## src/rtl/fpc_tick_gen.sv

```systemverilog
module fpc_tick_gen #(
  parameter int DIV = 50
) (
  input  logic clk,
  input  logic rst_n,
  input  logic restart_i,
  output logic tick_o
);

  generate
    if (DIV <= 1) begin : g_every_cycle
      assign tick_o = 1'b1;
    end else begin : g_divided
      localparam int PRE_W = $clog2(DIV);
      localparam logic [PRE_W-1:0] LAST = PRE_W'(DIV - 1);
      logic [PRE_W-1:0] pre_q;

      always_ff @(posedge clk or negedge rst_n) begin
        if (!rst_n)               pre_q <= '0;
        else if (restart_i)       pre_q <= '0;
        else if (pre_q == LAST)   pre_q <= '0;
        else                      pre_q <= pre_q + 1'b1;
      end

      assign tick_o = (pre_q == LAST);
    end
  endgenerate

endmodule

```

## config.mk

```make
export PLATFORM = sky130hd
export DESIGN_NAME = fpc_tick_gen
export DESIGN_NICKNAME = d
export VERILOG_FILES = /design/src/rtl/fpc_tick_gen.sv
export SDC_FILE = /design/constraint.sdc
export NUM_CORES = 1
export LEC_CHECK = 0
export BUFFER_PORTS_ARGS = -buffer_cell sky130_fd_sc_hd__buf_2
export CAP_MARGIN = 0
export CORE_AREA = 2 2 39 41
export CTS_CLUSTER_SIZE = 8
export DETAILED_ROUTE_END_ITERATION = 6
export DIE_AREA = 0 0 41 43
export GPL_TIMING_DRIVEN = 1
export PLACE_DENSITY = 0.48
export SYNTH_ARGS = -nofsm -noshare
export SYNTH_HDL_FRONTEND = slang
export SYNTH_SLANG_ARGS = --single-unit
```

## constraint.sdc

```tcl
create_clock -name clk -period 1.5 [get_ports clk]
set_input_delay 0.15 -clock clk [delete_from_list [all_inputs] [get_ports clk]]
set_output_delay 0.15 -clock clk [all_outputs]
set_load 0.01 [all_outputs]
```

# After elaboration in Yosys (flattened, before gate mapping)
# Cells that the tools add are included.
dict set report word_totals {
  register_bits 6
  input_bits 3
  out_inout_bits 1
}
dict set report op_classes {
  n_mux 2
  n_eq_ne 1
  add_sub_neg 1
}
# operator n
set ops {}
lappend ops {{$mux W6} 2}
lappend ops {{$add A6 B1 Y6 const B} 1}
lappend ops {{$eq A6 B6 Y1 const B} 1}

# Depth between registers and ports, before layout
dict set report depth {
  ltp_word 3
  mapped_depth 4
  depth_no_buf 4
}

# Least setup slack after synthesis
# OpenSTA, ideal clock, no wires.
dict set report synth_timing {
  kind {register to register}
  from {register g_divided.pre_q[0]}
  to {register g_divided.pre_q[5]}
  path_buffers 0
  path_stages_with_launch 4
  arrival_ns 0.963
  path_slack_ns 0.459
  t_required_ns 1.422
  cell_sequence {dfrtp_1 -> ha_1 -> a41o_1 -> a21oi_1}
}
dict set report synth_between {
  elab_chain_len 3
  elab_cells_between_ends 4
}
# element line
set synth_rtl {}
lappend synth_rtl {{start, declared} 16} ;# logic [PRE_W-1:0] pre_q;
lappend synth_rtl {{start signal, assigned} 22} ;# else pre_q <= pre_q + 1'b1;
lappend synth_rtl {{$add A6 B1 Y6 / $eq A6 B6 Y1 (equally long branches)} {22, 21}}
lappend synth_rtl {{$mux W6 (*)} 21} ;# else if (pre_q == LAST) pre_q <= '0;
lappend synth_rtl {{$mux W6 (*)} 20} ;# else if (restart_i) pre_q <= '0;
# Mark *: on every way between the ends. The rest lies on a longest branch, timed or not.

# Worst setup path after layout
dict set report layout_timing {
  from {register g_divided.pre_q[0]}
  to {output tick_o}
}
dict set report layout_between {
  elab_chain_len 1
}
# element line
set layout_rtl {}
lappend layout_rtl {{$eq A6 B6 Y1} 25} ;# assign tick_o = (pre_q == LAST);
lappend layout_rtl {{end, declared} 7} ;# output logic tick_o
# No other way between the ends.

==> flow_metrics.tcl <==
set metrics [dict create \
    grt_antenna_before_repair 0 \
    synth_area_leaders "dfrtp_1, ha_1, nor2_1, xor2_1, a41o_1" \
    finalCriticalPeriod_ns 1.32 \
    ios 4 \
    area_delta_synth_final_pct 24.0 \
    start_kind "flop" \
    drive_above_1_share_pct 21.2 \
    ys_top_cells_by_count "dfrtp_1, nor2_1, ha_1, xor2_1" \
    seq_area_frac_synth_pct 53.3 \
    post-cts-setup-buffer-count 0 \
    cts_made_buffers 3 \
    crit_type "flop to primary output" \
    synth_seq_cells 6 \
    rsz0062_at_grt "no" \
    synth_mux_area_share_pct 0 \
    vias_per_cell 4.35 \
    min_period_over_period_pct 88.3 \
    path_max_fanout 4 \
    yosysWarnings 0 \
    drt_iter0_markers 2 \
    yosys.area_share.simple_pct 20.0 \
    finalSetupViolations 0 \
    insertion_delay_ns 0.24 \
    routed_wl_microns 513 \
    ys_async_sr_fraction_pct 100 \
    fill_cells 162 \
    max_slew_margin_pct 88.6 \
    power.density_nw_per_um2 979 \
    synth_edf_count 0 \
    cap_violations 0 \
    wl_per_cell_microns 10.5 \
    synth_top_area_share_pct 53.3 \
    h-tree-depth 1 \
    yosys.area.top_type "dfrtp_1" \
    grt_usage_pct 7.39 \
    grt_first_pass_wirelength_microns 765 \
    vias 213 \
    start_util_pct 20.3 \
    fmax_mhz 755 \
    slew_violations 0 \
    dieWidth_microns 41 \
    post_synth.cell_area_avg_sq_um 10.8 \
    largest-register "g_divided.pre_q" \
    dieArea_sq_um 1760 \
    synth_top_flop_cell "dfrtp_1" \
    cts_buffer_depth 2 \
    final_nets 40 \
    reg_top3 "g_divided.pre_q: 6 flops" \
    synth_top_family_by_area "simple AND/OR/NAND/NOR gates" \
    vdd_drop_max_mv 0.232 \
    ctsResizeCount 0 \
    antenna_cells 0 \
    synth.distinct_cells 14 \
    cts_hold_buf 1 \
    root_buffer "clkbuf_4" \
    synthCells 26 \
    coreArea_sq_um 1380 \
    clock-sinks 6 \
    grt_pass1_vias 210 \
    firstDrtPassIters 4 \
    io_buffers 3 \
    largest_reg_flops 6 \
    cp_data_required_time_ns 1.35 \
    synthXorXnorAreaFrac_pct 9.33 \
    synth-adder-area-share_pct 8.89 \
    critPathCaptureType "primary output" \
    clkTransAtPathRegs_ns 0.04 \
    cp_data_arrival_time_ns 1.17 \
    std_cell_rows 14 \
    status "completed" \
    grt_overflow_total 0 \
    final.setup_skew_ns 0.00328 \
    synth_compound_area_share_pct 7.11 \
    hold_path.class "input port to asynchronous set/reset pin" \
    grt_max_degree 7 \
    hold_violations 0 \
    cts_tree "built" \
    die_y_microns 43 \
    setup_tns_ns 0 \
    ant_nets 0 \
    remaining_drc_errors 0 \
    synth_nets 31 \
    whs_ns 0.268 \
    worst_pin_slew_ns 0.169 \
    syn_area_sq_um 282 \
    p_leak_nw 0.163 \
    gp_congestion 0.608 \
    total_power_uw 342 \
]
## critical path, stage by stage (launching register included)
cell and delay, ns:
dfrtp_1 0.41, ha_1 0.23, and4_1 0.17, buf_2 0.13
## stage by stage
step | instances | setup slack (ns) | area [sq um] | utilization (%)
6_report | 49 | 0.176 | 349 | 25.2
5_1_grt | 49 | 0.122 | 349 | 25.2
4_1_cts | 49 | 0.155 | 349 | 25.2
3_5_place_dp | 45 | 0.364 | 317 | 22.9
3_3_place_gp | 45 | 0.409 | 317 | 22.9
2_1_floorplan | 26 | 0.459 | 282 | -
## path summary, 6_finish.rpt
check	startpoint	slack (ns)	to	depth (start not counted)
min	rst_n	0.27	g_divided.pre_q[1]	2
max in group asynchronous	rst_n	1.08	g_divided.pre_q[5]	2
min reg2reg	g_divided.pre_q[0]	0.51	g_divided.pre_q[0]	1
max reg2reg	g_divided.pre_q[0]	0.38	g_divided.pre_q[5]	3
max	g_divided.pre_q[0]	0.18	tick_o	3
min in group clk	restart_i	0.27	g_divided.pre_q[1]	3
## placed cells by master (no fill, tap or decap), drive strengths merged
cell | netlist | layout
nor2 | 6 | 6
dfrtp | 6 | 6
clkbuf | 0 | 3
buf | 0 | 3
xor2 | 2 | 2
ha | 2 | 2
nand3 | 2 | 2
inv | 1 | 1
and4 | 1 | 1
a41o | 1 | 1
xnor2 | 1 | 1
nand2 | 1 | 1
o21ai | 1 | 1
or3 | 1 | 1
a21oi | 1 | 1
dlygate4sd3 | 0 | 1
## area by class of cell
class / instances / area [sq um] / share of cell area (%)
multi-input cells: 19 / 128 / 36.6
repair buffers: 4 / 25.0 / 7.17
inverters: 1 / 3.75 / 1.08
well taps: 16 / 20.0 / 5.73
clock buffers: 3 / 22.5 / 6.45
flip-flops and latches: 6 / 150 / 43.0
## kinds of logic (layout without fill, tap and decap cells)
family / Yosys count / count (layout)
fa+ha+maj: 2 / 2
xor+xnor: 3 / 3
simple gates: 11 / 11
buf+inv: 1 / 8
flops: 6 / 6
compound gates: 3 / 3
## metal layers
layer | vias to the layer above | GRT usage [%] | part of all wire, %
li1 | 104 | - | -
met1 | 103 | 6.27 | 38
met2 | 6 | 11.3 | 56
met3 | 0 | 3.14 | 5.7
met4 | 0 | 8.00 | 0
met5 | - | 0 | 0
## power breakdown
group | switching (mW) | total [mW] | internal [mW]
registers | 0.00755 | 0.177 | 0.169
clock network | 0.0490 | 0.139 | 0.0899
logic | 0.0139 | 0.0261 | 0.0122
Note: power is estimated with default switching activity, not from simulation.
